$ cat src/rtl/resp_poller_pkg.sv
package resp_poller_pkg;

    typedef enum logic [3:0] {
        S_IDLE, S_WAIT, S_HDR, S_DATA, S_CRC,
        S_PRE, S_POLL, S_ECHO, S_DRAIN, S_PRIME
    } state_e;

    typedef enum logic [2:0] {
        E_NONE = 3'd0,
        E_BUSY = 3'd1,
        E_RSP  = 3'd2,
        E_SCRC = 3'd3,
        E_TMO  = 3'd4,
        E_MCRC = 3'd5
    } err_e;

    localparam logic [1:0] RC_ACK  = 2'd0;
    localparam logic [1:0] RC_BUSY = 2'd1;
    localparam logic [1:0] RC_ERR  = 2'd2;

    function automatic int imax(input int a, input int b);
        return (a > b) ? a : b;
    endfunction

endpackage

$ cat src/rtl/resp_poller_crc4.sv
module resp_poller_crc4 (
    input  logic [3:0] crc_i,
    input  logic       bit_i,
    output logic [3:0] crc_o
);
    logic fb;
    assign fb    = bit_i ^ crc_i[3];
    assign crc_o = {crc_i[2:0], 1'b0} ^ {1'b0, fb, fb, fb};
endmodule

$ cat src/rtl/resp_poller_pollbit.sv
module resp_poller_pollbit #(
    parameter int          POLL_W   = 9,
    parameter logic [31:0] POLL_VAL = 32'h2A,
    parameter int          IDX_W    = 10
) (
    input  logic [IDX_W-1:0] idx,
    output logic             bit_o
);
    localparam logic [POLL_W:0] FRAME = {1'b1, POLL_VAL[POLL_W-1:0]};

    always_comb begin
        bit_o = 1'b0;
        for (int i = 0; i <= POLL_W; i++) begin
            if (idx == IDX_W'(i)) bit_o = FRAME[POLL_W-i];
        end
    end
endmodule

$ cat src/rtl/resp_poller.sv
module resp_poller
    import resp_poller_pkg::*;
#(
    parameter int          DATA_W     = 32,
    parameter int          TMO_CLKS   = 1000,
    parameter int          MAX_BUSY   = 100,
    parameter int          PRE_CLKS   = 100,
    parameter int          ECHO_CLKS  = 16,
    parameter int          DRAIN_BITS = 20,
    parameter int          PRIME_CLKS = 100,
    parameter int          POLL_W     = 9,
    parameter logic [31:0] POLL_VAL   = 32'h2A
) (
    input  logic              clk,
    input  logic              rst_n,
    input  logic              start,
    input  logic              is_read,
    input  logic [1:0]        rd_size,
    input  logic              line_in,
    output logic              link_clk,
    output logic              line_oe,
    output logic              line_out,
    output logic              done,
    output logic [2:0]        err,
    output logic [DATA_W-1:0] rd_data
);
    localparam int CNT_MAX = imax(imax(imax(TMO_CLKS, PRE_CLKS), imax(ECHO_CLKS, DRAIN_BITS)),
                                  imax(imax(PRIME_CLKS, DATA_W), POLL_W + 1));
    localparam int CNT_W   = $clog2(CNT_MAX + 1);
    localparam int BSY_W   = $clog2(MAX_BUSY + 1);

    typedef struct packed {
        state_e            st;
        logic [CNT_W-1:0]  cnt;
        logic [BSY_W-1:0]  nbusy;
        logic [DATA_W-1:0] data;
        logic [3:0]        crc;
        logic [2:0]        rxc;
        logic              prev;
        logic              rd;
        logic [1:0]        sz;
        err_e              err;
        logic              done;
    } regs_t;

    regs_t q, d;

    logic             rx_bit;
    logic [3:0]       crc_in, crc_nx;
    logic             poll_bit;
    logic [CNT_W-1:0] data_last;

    assign rx_bit = ~line_in;
    assign crc_in = (q.st == S_WAIT) ? 4'h0 : q.crc;

    resp_poller_crc4 u_crc (
        .crc_i (crc_in),
        .bit_i (rx_bit),
        .crc_o (crc_nx)
    );

    resp_poller_pollbit #(
        .POLL_W   (POLL_W),
        .POLL_VAL (POLL_VAL),
        .IDX_W    (CNT_W)
    ) u_poll (
        .idx   (q.cnt),
        .bit_o (poll_bit)
    );

    always_comb begin
        case (q.sz)
            2'd0:    data_last = CNT_W'(7);
            2'd1:    data_last = CNT_W'(15);
            default: data_last = CNT_W'(DATA_W - 1);
        endcase
    end

    always_comb begin
        d      = q;
        d.done = 1'b0;
        if (q.st != S_IDLE) d.cnt = q.cnt + 1'b1;
        case (q.st)
            S_IDLE: begin
                if (start) begin
                    d.st    = S_WAIT;
                    d.cnt   = '0;
                    d.nbusy = '0;
                    d.rd    = is_read;
                    d.sz    = rd_size;
                    d.err   = E_NONE;
                    d.data  = '0;
                end
            end
            S_WAIT: begin
                if (rx_bit) begin
                    d.st  = S_HDR;
                    d.cnt = '0;
                    d.crc = crc_nx;
                end else if (q.cnt == CNT_W'(TMO_CLKS - 1)) begin
                    d.st  = S_DRAIN;
                    d.cnt = '0;
                    d.err = E_TMO;
                end
            end
            S_HDR: begin
                d.prev = rx_bit;
                d.crc  = crc_nx;
                if (q.cnt == CNT_W'(3)) begin
                    d.cnt = '0;
                    case ({q.prev, rx_bit})
                        RC_ACK:  d.st = q.rd ? S_DATA : S_CRC;
                        RC_BUSY: begin
                            if (q.nbusy == BSY_W'(MAX_BUSY)) begin
                                d.st   = S_IDLE;
                                d.err  = E_BUSY;
                                d.done = 1'b1;
                            end else begin
                                d.nbusy = q.nbusy + 1'b1;
                                d.st    = S_PRE;
                            end
                        end
                        RC_ERR: begin
                            d.st  = S_DRAIN;
                            d.err = E_RSP;
                        end
                        default: begin
                            d.st  = S_DRAIN;
                            d.err = E_SCRC;
                        end
                    endcase
                end
            end
            S_DATA: begin
                d.data = {q.data[DATA_W-2:0], rx_bit};
                d.crc  = crc_nx;
                if (q.cnt == data_last) begin
                    d.st  = S_CRC;
                    d.cnt = '0;
                end
            end
            S_CRC: begin
                d.rxc = {q.rxc[1:0], rx_bit};
                if (q.cnt == CNT_W'(3)) begin
                    if ({q.rxc, rx_bit} != q.crc) d.err = E_MCRC;
                    d.st  = S_PRIME;
                    d.cnt = '0;
                end
            end
            S_PRE: begin
                if (q.cnt == CNT_W'(PRE_CLKS - 1)) begin
                    d.st  = S_POLL;
                    d.cnt = '0;
                end
            end
            S_POLL: begin
                if (q.cnt == CNT_W'(POLL_W)) begin
                    d.st  = S_ECHO;
                    d.cnt = '0;
                end
            end
            S_ECHO: begin
                if (q.cnt == CNT_W'(ECHO_CLKS - 1)) begin
                    d.st  = S_WAIT;
                    d.cnt = '0;
                end
            end
            S_DRAIN: begin
                if (q.cnt == CNT_W'(DRAIN_BITS - 1)) begin
                    d.st   = S_IDLE;
                    d.cnt  = '0;
                    d.done = 1'b1;
                end
            end
            S_PRIME: begin
                if (q.cnt == CNT_W'(PRIME_CLKS - 1)) begin
                    d.st   = S_IDLE;
                    d.cnt  = '0;
                    d.done = 1'b1;
                end
            end
            default: d.st = S_IDLE;
        endcase
    end

    always_ff @(posedge clk or negedge rst_n) begin
        if (!rst_n) q <= '0;
        else        q <= d;
    end

    assign link_clk = (q.st != S_IDLE);
    assign line_oe  = (q.st == S_PRE) || (q.st == S_POLL) || (q.st == S_ECHO);
    assign line_out = ~((q.st == S_POLL) & poll_bit);
    assign done     = q.done;
    assign err      = q.err;
    assign rd_data  = q.data;

endmodule

$ cat config.mk
export PLATFORM = sky130hd
export DESIGN_NAME = resp_poller
export DESIGN_NICKNAME = d
export VERILOG_FILES = /design/src/rtl/resp_poller_pkg.sv /design/src/rtl/resp_poller_crc4.sv /design/src/rtl/resp_poller_pollbit.sv /design/src/rtl/resp_poller.sv
export SDC_FILE = /design/constraint.sdc
export NUM_CORES = 1
export LEC_CHECK = 0
export ABC_CLOCK_PERIOD_IN_PS = 3100
export BUFFER_PORTS_ARGS = -buffer_cell sky130_fd_sc_hd__buf_2
export CORE_MARGIN = 2
export CORE_UTILIZATION = 40
export DETAILED_ROUTE_END_ITERATION = 16
export PLACE_DENSITY = 0.68
export RECOVER_POWER = 50
export SETUP_SLACK_MARGIN = 0.02
export SLEW_MARGIN = 20
export SYNTH_ARGS = -nofsm -noshare
export SYNTH_HDL_FRONTEND = slang
export SYNTH_SLANG_ARGS = --single-unit
$ cat constraint.sdc
create_clock -name clk -period 3.1 [get_ports clk]
set_clock_uncertainty 0.1 [all_clocks]
set_input_delay 0.155 -clock clk [delete_from_list [all_inputs] [get_ports clk]]
set_output_delay 0.155 -clock clk [all_outputs]
set_load 0.01 [all_outputs]
==> results_dict.tcl <==
set metrics [dict create \
    cts_tree "yes" \
    cp.arrival_ps 2770 \
    async_reset_ff_frac 1.00 \
    net-switching-power_uw 1140 \
    clkTransAtPathRegs_ps 80 \
    grt.total_usage 0.172 \
    wl_microns 8480 \
    cap_violations 1 \
    synth_edf_count 0 \
    drtAntennaViolNets 0 \
    cts-root-buf "clkbuf_8" \
    crit_required_ps 3230 \
    synth_fp_nets 418 \
    core_area_sq_um 9330 \
    synth_flop_cell "dfrtp_1" \
    clock-sinks 68 \
    final_util 0.444 \
    slowest_delay_ps 630 \
    place_hpwl_microns 5950 \
    antenna_found_initial 0 \
    remaining_drc_errors 0 \
    path_class "flop to flop" \
    synth_xor_area_frac 0.0294 \
    rsz0062_at_grt "no" \
    viasPerCell 5.54 \
    gp_congestion 0.907 \
    swShare 0.394 \
    cp_slowest_cell "dfrtp_1" \
    rows 35 \
    synth-simple-area-share 0.197 \
    pwr-share-clk 0.268 \
    die_x_microns 102 \
    io_buffers 45 \
    grt_pass1_vias 2819 \
    io_pins 46 \
    critPathTopFamily "simple AND/OR/NAND/NOR gates" \
    muxShareOfSynthArea 0.0175 \
    yosysWarnings 0 \
    vdd_drop_max_mv 0.235 \
    overflow 0 \
    path_cells "nor4_4 -> nand2_1 -> a22o_1 -> nor3_1 -> xnor2_1 -> nor2_1" \
    synth_top_area_frac 0.440 \
    drt_iter0_drc 270 \
    p_comb_frac 0.328 \
    fillers 907 \
    synth_adder_area_share 0.0259 \
    crit_path_start_kind "flop" \
    p_seq_frac 0.404 \
    clock.fmax_ghz 0.378 \
    tns_ps 0 \
    num_vias 3012 \
    cts-htree-levels 3 \
    diodes 0 \
    postSynthCellCount 403 \
    final_max_slew_viol_count 32 \
    grt_pass1_wl_microns 14300 \
    wire_per_inst_microns 15.6 \
    setup_violations 0 \
    die-height_microns 102 \
    power.leakage_uw 0.00180 \
    synth_top_family_by_area "simple AND/OR/NAND/NOR gates" \
    ys_seq_area_frac 0.440 \
    p_per_area_nw_per_um2 701 \
    numCtsBuffers 9 \
    synth.distinct_cells 57 \
    path_max_fanout 18 \
    cts_buffer_depth 2 \
    syn2layout_area_growth_pct 6.98 \
    first_pass_iters 5 \
    relSlewSlack -0.138 \
    yosysTopAreaCell "dfrtp_1" \
    synth_compound_area_frac 0.187 \
    mappedNetlistArea_sq_um 3870 \
    violations "capacitance limit, slew limit" \
    grt_start_max_net_pins 33 \
    p_int_uw 1760 \
    min_period_ps 2640 \
    end_kind "flop" \
    tightest_slew_ps 1710 \
    syn_area_per_cell_sq_um 9.60 \
    initial_core_util 0.415 \
    num-nets-final 425 \
    status "complete, but fails checks" \
    design_area_sq_um 4140 \
    min_path_type "input port to flop" \
    hold_violations 0 \
    dpl_cell_area_sq_um 3940 \
    critPathBufInv 0 \
    clk_latency_ps 350 \
    synth_seq_cells 68 \
    fin_crit_sh 0.852 \
    synth.area.top_cells "dfrtp_1 44%, a22o_1 7.5%, buf_4 6.8%" \
    drive_above_1_share 0.108 \
    postCtsResizedCells 0 \
    dieArea_sq_um 10500 \
]
## layout make-up
cell class,count,area [sq um],area share
Multi-Input combinational cell,265,1770,0.427
Sequential cell,68,1700,0.411
Timing Repair Buffer,55,259,0.0626
Tap cell,129,161,0.0390
Clock buffer,9,124,0.0299
Clock inverter,7,83.8,0.0202
Inverter,11,41.3,0.00997
## per-stage QoR
| step | cells | hold WS (ps) | total power, uW | setup slack [ps] |
|---|---|---|---|---|
| 6_report | 544 | 79.0 | 2900 | 457 |
| 5_1_grt | 544 | 108 | 3100 | 218 |
| 4_1_cts | 544 | 59.3 | 2930 | 464 |
| 3_5_place_dp | 524 | 160 | 2140 | 478 |
| 3_3_place_gp | 524 | 150 | 2120 | 531 |
| 2_1_floorplan | 403 | -241 | 1930 | 867 |
## power groups by stage
stage               logic (uW)  registers, uW  clock network, uW
floorplan                  855           1070                  0
global placement           936           1180                  0
detailed placement         954           1190                  0
CTS                        961           1170                800
global route              1070           1200                832
finish                     953           1170                777
## sequential cells by signal, summed over array words and instances, names as in the netlist
register	flops
done	1
q	32
err	3
rd_data	32
## cell usage after synthesis, drive strengths merged, types with 6 or more instances
cell    instances
clkbuf         16
inv            11
a22o           33
o21ai          21
xnor2           8
mux2            6
buf            43
nor3           12
dfrtp          68
nand2          36
nor2           27
nand3          16
nand4           9
a21oi          18
ha              8
nand2b          8
## timing repair
action                                  CTS  global route
hold buffers                              4             0
endpoints found under the setup margin    0             0
endpoints found under the hold margin    32             0
setup buffers                             0             0
## placed cells by master, fill, tap and decap left out, types with 3 or more instances in the layout
master         instances
o21ai_1               15
buf_2                  8
o211ai_1               3
buf_4                  4
nor3_1                12
a22o_1                33
nand2_1               36
nand2b_1               8
nor2b_1                5
xor2_1                 5
nand3_1               16
ha_1                   8
xnor2_1                8
dfrtp_1               68
inv_1                 11
o21ai_0                6
a31oi_1                3
nor4_1                 3
clkbuf_1              37
mux2_2                 4
a21oi_1               17
nor3b_1                3
nand4_1                7
nor2_1                26
clkbuf_8               9
nand3b_1               3
and3_1                 4
dlygate4sd3_1          4
## cell families (layout without fill, tap and decap cells)
group,after synthesis,in the layout
and+or+nand+nor,139,139
AOI/OAI and AO/OA,99,99
buffers and inverters,70,82
DFF,68,68
xor gates and xnor gates,13,13
adders and majority gates,8,8
muxes,6,6
## path summary, 6_finish.rpt
check / start / to / slack, ps / cells after the start
max in group asynchronous: rst_n / rd_data[25] / 920 / 3
max reg2reg: q[66] / q[52] / 460 / 6
max: q[66] / q[52] / 460 / 6
min: line_in / rd_data[0] / 80 / 2
min reg2reg: err[2] / err[2] / 390 / 1
min in group asynchronous: rst_n / q[57] / 680 / 2
## per-layer routing
layer  track usage  wire, microns
met2         0.259           3900
met3        0.0424            383
met5             0              0
met1         0.249           4130
met4        0.0482             70
Note: power is estimated with default switching activity, not from simulation.
